**src/rtl/bmr_pkg.sv**
```systemverilog
package bmr_pkg;
  typedef enum logic [1:0] {
    IV_BAD   = 2'd0,
    IV_ONE   = 2'd1,
    IV_TWO   = 2'd2,
    IV_THREE = 2'd3
  } iv_class_e;
endpackage

```
**src/rtl/bmr_front.sv**
```systemverilog
// Line synchroniser, transition detect and interval counter with silence timeout.
module bmr_front #(
  parameter int CNT_W = 10
) (
  input  logic             clk,
  input  logic             rst_n,
  input  logic             din,
  input  logic [CNT_W-1:0] est,
  output logic             iv_valid,
  output logic [CNT_W-1:0] iv_len,
  output logic             tmo
);
  localparam logic [CNT_W-1:0] CNT_MAX = '1;

  logic             s1, s2, s3, armed, edge_seen;
  logic [CNT_W-1:0] cnt;
  logic [CNT_W+1:0] lim;

  assign lim       = {est, 2'b00};
  assign edge_seen = s2 ^ s3;

  always_ff @(posedge clk or negedge rst_n) begin
    if (!rst_n) begin
      s1       <= 1'b0;
      s2       <= 1'b0;
      s3       <= 1'b0;
      armed    <= 1'b0;
      cnt      <= '0;
      iv_valid <= 1'b0;
      iv_len   <= '0;
      tmo      <= 1'b0;
    end else begin
      s1 <= din;
      s2 <= s1;
      s3 <= s2;
      if (edge_seen) begin
        armed    <= 1'b1;
        cnt      <= CNT_W'(1);
        iv_valid <= armed;
        iv_len   <= cnt;
        tmo      <= 1'b0;
      end else begin
        iv_valid <= 1'b0;
        if (cnt != CNT_MAX) cnt <= cnt + 1'b1;
        if (armed && ({2'b00, cnt} >= lim)) begin
          tmo   <= 1'b1;
          armed <= 1'b0;
        end else begin
          tmo <= 1'b0;
        end
      end
    end
  end

  AST_TMO_ONE_SHOT: assert property (@(posedge clk) disable iff (!rst_n)
    tmo |=> !tmo) else $error("timeout repeated");
endmodule

```
**src/rtl/bmr_classify.sv**
```systemverilog
// Sorts intervals against the adaptive half-cell estimate and tracks that estimate.
module bmr_classify
  import bmr_pkg::*;
#(
  parameter int CNT_W     = 10,
  parameter int HALF_INIT = 12
) (
  input  logic             clk,
  input  logic             rst_n,
  input  logic             iv_valid,
  input  logic [CNT_W-1:0] iv_len,
  output logic             cls_valid,
  output iv_class_e        cls,
  output logic [CNT_W-1:0] est
);
  localparam int XW = CNT_W + 3;

  logic [XW-1:0] len2, e1, e3, e5, e7;
  logic [CNT_W:0] sum;
  iv_class_e      cls_d;

  assign len2 = XW'({iv_len, 1'b0});
  assign e1   = XW'(est);
  assign e3   = XW'(3) * e1;
  assign e5   = XW'(5) * e1;
  assign e7   = XW'(7) * e1;
  assign sum  = {1'b0, est} + {1'b0, iv_len};

  always_comb begin
    if (len2 < e1 || len2 >= e7) cls_d = IV_BAD;
    else if (len2 < e3)          cls_d = IV_ONE;
    else if (len2 < e5)          cls_d = IV_TWO;
    else                         cls_d = IV_THREE;
  end

  always_ff @(posedge clk or negedge rst_n) begin
    if (!rst_n) begin
      cls_valid <= 1'b0;
      cls       <= IV_BAD;
      est       <= CNT_W'(HALF_INIT);
    end else begin
      cls_valid <= iv_valid;
      if (iv_valid) cls <= cls_d;
      if (iv_valid && cls_d == IV_ONE) est <= CNT_W'(sum >> 1);
    end
  end

  AST_EST_HOLD: assert property (@(posedge clk) disable iff (!rst_n)
    !iv_valid |=> $stable(est)) else $error("estimate moved without interval");
endmodule

```
**src/rtl/bmr_cells.sv**
```systemverilog
// Half-cell accounting: bit decode, cell strobe and violation flag.
module bmr_cells
  import bmr_pkg::*;
(
  input  logic      clk,
  input  logic      rst_n,
  input  logic      cls_valid,
  input  iv_class_e cls,
  input  logic      tmo,
  output logic      dout_valid,
  output logic      dout_bit,
  output logic      cell_stb,
  output logic      pre_flag
);
  logic       par, pend;
  logic [2:0] total;

  assign total = {2'b00, par} + {1'b0, cls};

  always_ff @(posedge clk or negedge rst_n) begin
    if (!rst_n) begin
      par        <= 1'b0;
      pend       <= 1'b0;
      dout_valid <= 1'b0;
      dout_bit   <= 1'b0;
      cell_stb   <= 1'b0;
      pre_flag   <= 1'b0;
    end else begin
      dout_valid <= 1'b0;
      pre_flag   <= 1'b0;
      cell_stb   <= pend;
      pend       <= 1'b0;
      if (cls_valid) begin
        if (cls == IV_BAD) begin
          par <= 1'b0;
        end else begin
          par        <= total[0];
          cell_stb   <= (total[2:1] != 2'd0);
          pend       <= (total[2:1] == 2'd2);
          dout_valid <= (cls == IV_ONE && par) || (cls == IV_TWO && !par);
          dout_bit   <= (cls == IV_ONE);
          pre_flag   <= (cls == IV_THREE);
        end
      end else if (tmo) begin
        par <= 1'b0;
      end
    end
  end

  AST_BIT_ON_CELL: assert property (@(posedge clk) disable iff (!rst_n)
    dout_valid |-> cell_stb) else $error("bit without cell strobe");
  AST_PRE_NO_BIT: assert property (@(posedge clk) disable iff (!rst_n)
    pre_flag |-> !dout_valid) else $error("bit during violation");
endmodule

```
**src/rtl/bmr_lock.sv**
```systemverilog
// Preamble spacing tracker and lock state.
module bmr_lock
  import bmr_pkg::*;
#(
  parameter int LOCK_N     = 8,
  parameter int SUB_HALVES = 64,
  parameter int PRE_GAP    = 8
) (
  input  logic      clk,
  input  logic      rst_n,
  input  logic      cls_valid,
  input  iv_class_e cls,
  input  logic      tmo,
  output logic      locked
);
  localparam int HW = $clog2(PRE_GAP + 4) + 1;
  localparam int SW = $clog2(SUB_HALVES + 4) + 1;
  localparam int GW = $clog2(LOCK_N + 1);
  localparam logic [HW-1:0] HMAX = '1;
  localparam logic [SW-1:0] SMAX = '1;

  logic [HW-1:0] hsl, hsl_n;
  logic [SW-1:0] sp, sp_n;
  logic [GW-1:0] good;
  logic [HW:0]   hsl_sum;
  logic [SW:0]   sp_sum;
  logic          start;

  assign hsl_sum = {1'b0, hsl} + (HW+1)'(cls);
  assign sp_sum  = {1'b0, sp} + (SW+1)'(cls);
  assign hsl_n   = (hsl_sum > {1'b0, HMAX}) ? HMAX : hsl_sum[HW-1:0];
  assign sp_n    = (sp_sum > {1'b0, SMAX}) ? SMAX : sp_sum[SW-1:0];
  assign start   = (cls == IV_THREE) && (hsl >= HW'(PRE_GAP));

  always_ff @(posedge clk or negedge rst_n) begin
    if (!rst_n) begin
      hsl    <= HMAX;
      sp     <= '0;
      good   <= '0;
      locked <= 1'b0;
    end else if (tmo || (cls_valid && cls == IV_BAD)) begin
      hsl    <= HMAX;
      sp     <= '0;
      good   <= '0;
      locked <= 1'b0;
    end else if (cls_valid) begin
      hsl <= (cls == IV_THREE) ? '0 : hsl_n;
      if (start) begin
        sp <= SW'(3);
        if (sp == SW'(SUB_HALVES)) begin
          if (good != GW'(LOCK_N)) good <= good + 1'b1;
          if (good == GW'(LOCK_N - 1)) locked <= 1'b1;
        end else begin
          good <= '0;
        end
      end else begin
        sp <= sp_n;
      end
    end
  end

  AST_TMO_UNLOCK: assert property (@(posedge clk) disable iff (!rst_n)
    tmo |=> !locked) else $error("lock kept through silence");
  AST_BAD_UNLOCK: assert property (@(posedge clk) disable iff (!rst_n)
    (cls_valid && cls == IV_BAD) |=> !locked) else $error("lock kept on bad interval");
  AST_LOCK_ON_PRE: assert property (@(posedge clk) disable iff (!rst_n)
    $rose(locked) |-> $past(cls_valid && cls == IV_THREE)) else $error("lock without preamble");
endmodule

```
**src/rtl/bmr_rx.sv**
```systemverilog
module bmr_rx
  import bmr_pkg::*;
#(
  parameter int CNT_W      = 10,
  parameter int HALF_INIT  = 12,
  parameter int LOCK_N     = 8,
  parameter int SUB_HALVES = 64,
  parameter int PRE_GAP    = 8
) (
  input  logic clk,
  input  logic rst_n,
  input  logic din_serial,
  output logic dout_valid,
  output logic dout_bit,
  output logic cell_stb,
  output logic pre_flag,
  output logic locked
);
  logic             iv_valid, tmo, cls_valid;
  logic [CNT_W-1:0] iv_len, est;
  iv_class_e        cls;

  bmr_front #(.CNT_W(CNT_W)) u_front (
    .clk(clk), .rst_n(rst_n), .din(din_serial), .est(est),
    .iv_valid(iv_valid), .iv_len(iv_len), .tmo(tmo)
  );

  bmr_classify #(.CNT_W(CNT_W), .HALF_INIT(HALF_INIT)) u_cls (
    .clk(clk), .rst_n(rst_n), .iv_valid(iv_valid), .iv_len(iv_len),
    .cls_valid(cls_valid), .cls(cls), .est(est)
  );

  bmr_cells u_cells (
    .clk(clk), .rst_n(rst_n), .cls_valid(cls_valid), .cls(cls), .tmo(tmo),
    .dout_valid(dout_valid), .dout_bit(dout_bit), .cell_stb(cell_stb), .pre_flag(pre_flag)
  );

  bmr_lock #(.LOCK_N(LOCK_N), .SUB_HALVES(SUB_HALVES), .PRE_GAP(PRE_GAP)) u_lock (
    .clk(clk), .rst_n(rst_n), .cls_valid(cls_valid), .cls(cls), .tmo(tmo), .locked(locked)
  );
endmodule

```
**config.mk**
```make
export PLATFORM = sky130hd
export DESIGN_NAME = bmr_rx
export DESIGN_NICKNAME = d
export VERILOG_FILES = /design/src/rtl/bmr_pkg.sv /design/src/rtl/bmr_front.sv /design/src/rtl/bmr_classify.sv /design/src/rtl/bmr_cells.sv /design/src/rtl/bmr_lock.sv /design/src/rtl/bmr_rx.sv
export SDC_FILE = /design/constraint.sdc
export NUM_CORES = 1
export LEC_CHECK = 0
export BUFFER_PORTS_ARGS = -buffer_cell sky130_fd_sc_hd__buf_2
export CELL_PAD_IN_SITES_DETAIL_PLACEMENT = 0
export CELL_PAD_IN_SITES_GLOBAL_PLACEMENT = 1
export CORE_ASPECT_RATIO = 0.7
export CORE_MARGIN = 2
export CORE_UTILIZATION = 46
export CTS_CLUSTER_SIZE = 14
export DETAILED_ROUTE_END_ITERATION = 16
export PLACE_DENSITY = 0.82
export REMOVE_ABC_BUFFERS = 1
export SYNTH_ARGS = -nofsm -noshare
export SYNTH_HDL_FRONTEND = slang
export SYNTH_SLANG_ARGS = --single-unit
```
**constraint.sdc**
```tcl
create_clock -name clk -period 3.95 [get_ports clk]
set_input_delay 0.5925 -clock clk [delete_from_list [all_inputs] [get_ports clk]]
set_output_delay 0.5925 -clock clk [all_outputs]
set_load 0.01 [all_outputs]
```
Word-level counts from Yosys, hierarchy flattened
Cells that the tools add are included.
{ "classes": {"n_eq_ne": 10, "bitwise": 2, "muxes": 39, "n_reduce_logical": 22, "magnitude_cmp": 8, "addsub": 6, "mul": 3} }
{ "op_table": {"columns": ["op", "n"], "rows": [
  ["$mux 8", 4],
  ["$lt 11x13->1", 2],
  ["$mul 3x10->13 const A", 2],
  ["$mux 1", 22],
  ["$mux 10", 2],
  ["$mux 4", 5],
  ["$mux 5", 4],
  ["$reduce_bool 2->1", 8],
  ["$ge 11x13->1", 1],
  ["$ge 10x12->1", 1],
  ["$mul 2x10->12 const A", 1],
  ["$add 10x10->11", 1],
  ["$lt 11x10->1", 1],
  ["$add 10x1->10 const B", 1],
  ["$ne 10x10->1 const B", 1],
  ["$add 8x2->9", 1],
  ["$gt 9x8->1 const B", 1],
  ["$eq 8x7->1 const B", 1],
  ["$add 5x2->6", 1],
  ["$eq 2x2->1 const B", 3],
  ["$gt 6x5->1 const B", 1],
  ["$logic_and 1x1->1", 6],
  ["$ge 5x4->1 const B", 1],
  ["$add 4x1->4 const B", 1],
  ["other kinds (14)", 18]
]} }
{ "word_totals": {"reg_bits": 63, "input_bits": 3, "output_inout_bits": 5, "elab_cells": 111} }

Logic depth before layout (Yosys ltp)
{ "depth": {"word_depth": 7, "depth_mapped": 17, "ltp_nobuf": 16} }

By module
From an unflattened synthesis, not the netlist that was laid out.
{ "hier_totals": {"cells_unflattened": 616, "hier_area_um2": 5809.3} }
{ "modules_own_cells": {"columns": ["module", "instances", "seq_area_each_um2", "area_each_um2", "cells_per_inst"], "rows": [
  ["bmr_classify", 1, 327.8, 3036.7, 338],
  ["bmr_front", 1, 650.6, 1338.8, 135],
  ["bmr_lock", 1, 456.7, 1177.4, 122],
  ["bmr_cells", 1, 150.1, 256.5, 21]
]} }

Worst setup path before layout
OpenSTA, ideal clock, no wires.
{ "synth_path": {"path_type": "reg-to-reg", "startpoint": "register u_cls.est[2]", "endpoint": "register u_cls.est[9]", "t_arrival_ns": 3.628, "n_path_buf": 1, "stages_incl_launch_ff": 17, "required_time_ns": 3.825, "slack_ns": 0.197, "synth_period_minus_slack_ns": 3.753, "setup_time_ns": 0.125, "path_cell_list": "dfstp_2 -> ha_1 -> a21o_1 -> a21oi_1 -> o21bai_1 -> a2111oi_0 -> o31ai_1 -> a21oi_1 -> xnor2_1 -> ha_1 -> o21bai_1 -> or3_1 -> a31oi_1 -> o21ai_2 -> nand3_1 -> buf_6 -> mux2_4"} }
{ "synth_via": {"elab_chain_len": 7, "word_cells_on_any_way": 14, "classes_between": "add/sub (1); mul (3); order compare (4); eq/ne (1); mux (3); reduce/logical (2)"} }
{ "synth_rtl": {"columns": ["item", "line", "source"], "rows": [
  ["start: declaration", "bmr_classify.sv:14", "output logic [CNT_W-1:0] est"],
  ["start signal: assignment", "bmr_classify.sv:40", "est <= CNT_W'(HALF_INIT);"],
  ["start signal: assignment", "bmr_classify.sv:44", "if (iv_valid && cls_d == IV_ONE) est <= CNT_W'(sum >> 1);"],
  ["$mul 3x10->13", "bmr_classify.sv:25", "assign e5 = XW'(5) * e1;"],
  ["$lt 11x13->1", "bmr_classify.sv:32", "else if (len2 < e5) cls_d = IV_TWO;"],
  ["$mux 1", "bmr_classify.sv:32", null],
  ["$mux 2", "bmr_classify.sv:31", "else if (len2 < e3) cls_d = IV_ONE;"],
  ["$mux 2", "bmr_classify.sv:30", "if (len2 < e1 || len2 >= e7) cls_d = IV_BAD;"],
  ["$eq 2x1->1", "bmr_classify.sv:44", null],
  ["$logic_and 1x1->1", "bmr_classify.sv:44", null]
]} }
Parallel ways exist; a longest one is shown, timed or not.
A chain may end at the register's enable or synchronous reset.

Final worst setup path
{ "layout_path": {"startpoint": "register u_cls.est[2]", "endpoint": "register u_cls.est[3]"} }
Same word-level chain as after synthesis.

==> results summary <==
The overall power came out at 2898 uW. The initial core utilization is 47.58%. The leakage power summed over all cells came out at 0.003169 uW.

The routed via count divided by cell count is 5.564. Broken down by cell family, the worst path's largest delay share belongs to compound AO/OA/AOI/OAI gates. Among all stages on the critical path, the largest delay is contributed by dfstp_2. The count of cell types in the netlist came out at 58. Traced cell by cell, the critical path runs through buf_4, ha_1, a21oi_2, o21bai_2, a2111oi_2, buf_4, o31ai_1, a21oi_1, xnor2_1, ha_1, o21bai_1, or3_1, a31oi_1, o21ai_2, nand3_2, buf_12, buf_4, mux2i_1.

Dividing total power by cell area gives a power density of 447.8 nW/um^2. After technology mapping, the gate count stands at 615. The flow ran to the end, and the final reports show no timing, DRC or antenna violations. The most used cell along the critical path is buf_4. The number of antenna cells inserted came out at 0. Timing would allow up to 0.2561 GHz.

The synthesized design spends more area on one cell type than any other, namely dfrtp_1. The fraction of final layout cells with drive strength greater than 1 is 13.23%. The startpoint class of the critical path is a flip-flop.

The total number of vias is 4,574. Setup violations remaining at the end of the flow were counted as 0. The number of nets with antenna violations after routing is 0. TritonCTS built the clock tree. The routed design has 13,220 um of wire. Counting buffers and inverters, the worst setup path is 18 cells deep. The initial antenna violation count is 0. The clock-pin slew of the registers on the worst-case setup and hold paths is 50 ps. The worst reg-to-reg path cell count came out at 18. For the final database, setup skew stands at 5.041 ps. The number of hold-slack violations in the final timing report was 0. By area the synthesized netlist is led by dfrtp_1 (25%), ha_1 (22%), fa_1 (5.3%). The count of max-cap constraint violations is 0. The buffer cell driving the clock tree root is clkbuf_16. The share of the Yosys chip area taken by registers is 28.12%.

The area growth from synthesis to layout came out at 14.78%. The worst setup path is of the flip-flop to flip-flop kind. Setup repair after global routing could not meet its margin everywhere.

The worst-case IR drop observed on VDD is 0.2931 mV. The minimum clock period after layout is 3904 ps. The number of rows in the core area is 33.

The wire length of the first global-routing pass is 22,160 um. For this run, the total global-route usage over all layers was measured as 21.17%. The number of synthesized flops with an enable pin is 0.

The final HPWL from detailed placement is 10,050 um. The critical path's largest stage delay is 610 ps. The routability congestion estimate is 0.8469. The number of iterations in the first detailed-routing pass is 4. The full die area came out at 13,170 sq um. The maximum net fanout on the critical path came out at 8. The ratio of final minimum period to clock period is 98.84%.

The clock tree buffer depth is 2. The worst setup path is captured at a flip-flop. Data arrives at the worst endpoint at 4150 ps. The number of remaining DRC errors came out at 0.

The type of the most critical hold path is flip-flop to flip-flop. At the pin with the least slew margin, the transition time is 823.3 ps. The die is 96.63 um tall.

The number of CTS-inserted buffers came out at 9. The predominant post-synthesis flop cell is dfrtp_1. The final number of max-transition violations came out at 0. The total congestion overflow is 0. The number of warnings printed during yosys synthesis came out at 0.

The total of flip-flops plus latches after synthesis is 63. The total number of clock tree sinks came out at 63. From left edge to right edge, the die measures 136.3 um. The utilization after layout is 54.61%. The worst slew margin relative to its limit is 45.12%. The summed instance area of the synthesized netlist is 5638 sq um.

The post-layout net count came out at 779. The average wire per standard cell is 16.08 um. The number of cells on the worst hold path came out at 0. The number of H-tree levels came out at 3.

The data required time of the critical path came out at 4200 ps. The via count of the first global-routing pass came out at 4,398. The count of filler cells inserted in the layout came out at 1,042.

The critical path buffer and inverter count came out at 4. After synthesis, the largest area contributor takes up 24.86% of total cell area. For this design the top-level I/O count stands at 8. Entering global routing, the biggest net connects 36 pins. The insertion delay to the later sink of the worst-skew pair came out at 320 ps.

The number of input and output port buffers inserted is 7. The per-instance average area after synthesis came out at 9.167 sq um. The first routing iteration left 230 violations. For this run, asynchronously set or reset flops after synthesis account for 100.0%. The core region area came out at 11,850 sq um.
==> where the power goes <==
part	internal [uW]	switching (uW)	total, uW
clock network	477	262	739
registers	745	122	867
logic	596	695	1290
total	1820	1080	2900
==> cells in the mapped netlist, types with 8 or more instances <==
master and n:
o21ai_0 46, o21a_1 11, nor2b_1 10, fa_1 15
nand3_1 13, ha_1 101, nor2_1 35, xnor2_1 12
a21oi_1 46, nand2_1 62, nor3_1 10, mux2i_1 9
xor2_1 19, dfrtp_1 56, inv_1 44, clkbuf_1 8
==> area by class of cell <==
class / instances / area [sq um] / share of cell area [%]
Clock buffer: 16 / 281.5 / 4.350
Inverter: 44 / 165.2 / 2.552
Sequential cell: 63 / 1587 / 24.52
Tap cell: 157 / 196.4 / 3.036
Timing Repair Buffer: 43 / 321.6 / 4.969
Multi-Input combinational cell: 499 / 3920 / 60.58
==> final timing paths <==
kind / end / slack (ps) / startpoint
worst max-delay path: u_cls.est[3] / 50 / u_cls.est[2]
worst min-delay path: u_front.s2 / 350 / u_front.s1
worst min register to register: u_front.s2 / 350 / u_front.s1
worst max register to register: u_cls.est[3] / 50 / u_cls.est[2]
min in group asynchronous: u_lock.sp[5] / 370 / rst_n
max in group asynchronous: u_lock.hsl[0] / 2660 / rst_n
==> registers in the layout, summed over array words and instances (netlist names), 2 cells and up <==
name and cells:
u_lock.sp 8, u_lock.good 4, u_cls.est 10, u_front.iv_len 10, u_lock.hsl 5, u_front.cnt 10
u_cls.cls 2
==> per-layer routing <==
layer	part of all wire, %	wire length (um)	vias up	global-route usage [%]
met4	0.69	91	0	5.449
met2	41	5438	64	29.11
li1	-	-	2309	-
met5	0	0	-	0
met3	3.9	512	8	3.721
met1	54	7178	2193	33.64
==> stage by stage <==
step | hold slack (ps) | cells | setup WS, ps | TNS, ps | instance area (sq um)
floorplan | 296.9 | 606 | -13.69 | -13.69 | 5597
finish | 349.1 | 822 | 45.82 | 0 | 6471
detailed placement | 342.7 | 794 | -181.7 | -1022 | 6021
global route | 356.6 | 822 | -116.5 | -755.3 | 6471
global placement | 339.8 | 794 | -17.30 | -17.30 | 6021
CTS | 354.2 | 814 | 37.60 | 0 | 6360
==> cell families after synthesis <==
| kind of cell | count (synthesis) | share of synthesized area (%) |
|---|---|---|
| AOI/OAI and AO/OA | 163 | 18.15 |
| xor gates and xnor gates | 31 | 4.816 |
| adders and majority gates | 116 | 27.74 |
| buffers and inverters | 53 | 3.662 |
| DFF | 63 | 28.12 |
| muxes | 12 | 2.330 |
| and+or+nand+nor | 177 | 15.18 |
==> cell usage in the layout (no fill, tap or decap), types with 4 or more instances in the layout <==
cell	synthesis	final
a21o_1	6	6
a21oi_1	46	44
a22o_1	5	5
a31oi_1	5	5
and2_1	5	5
and3_1	7	7
buf_2	0	7
buf_4	0	34
clkbuf_1	8	4
clkbuf_16	0	9
dfrtp_1	56	55
dfstp_2	7	7
fa_1	15	14
ha_1	101	99
inv_1	44	44
mux2i_1	9	9
nand2_1	62	62
nand2b_1	7	7
nand3_1	13	12
nand4_1	6	6
nor2_1	35	35
nor2b_1	10	8
nor3_1	10	10
o211ai_1	7	7
o21a_1	11	11
o21ai_0	46	42
o31ai_1	5	4
or3_1	6	6
xnor2_1	12	12
xor2_1	19	19
==> repair_timing <==
action / CTS / global route
cloned: 0 / 0
buffers inserted: 4 / 8
hold buffers: 0 / 0
pin swaps: 3 / 18
gates resized for setup: 8 / 14
setup endpoints to repair: 11 / 11
Note: power is estimated with default switching activity, not from simulation.
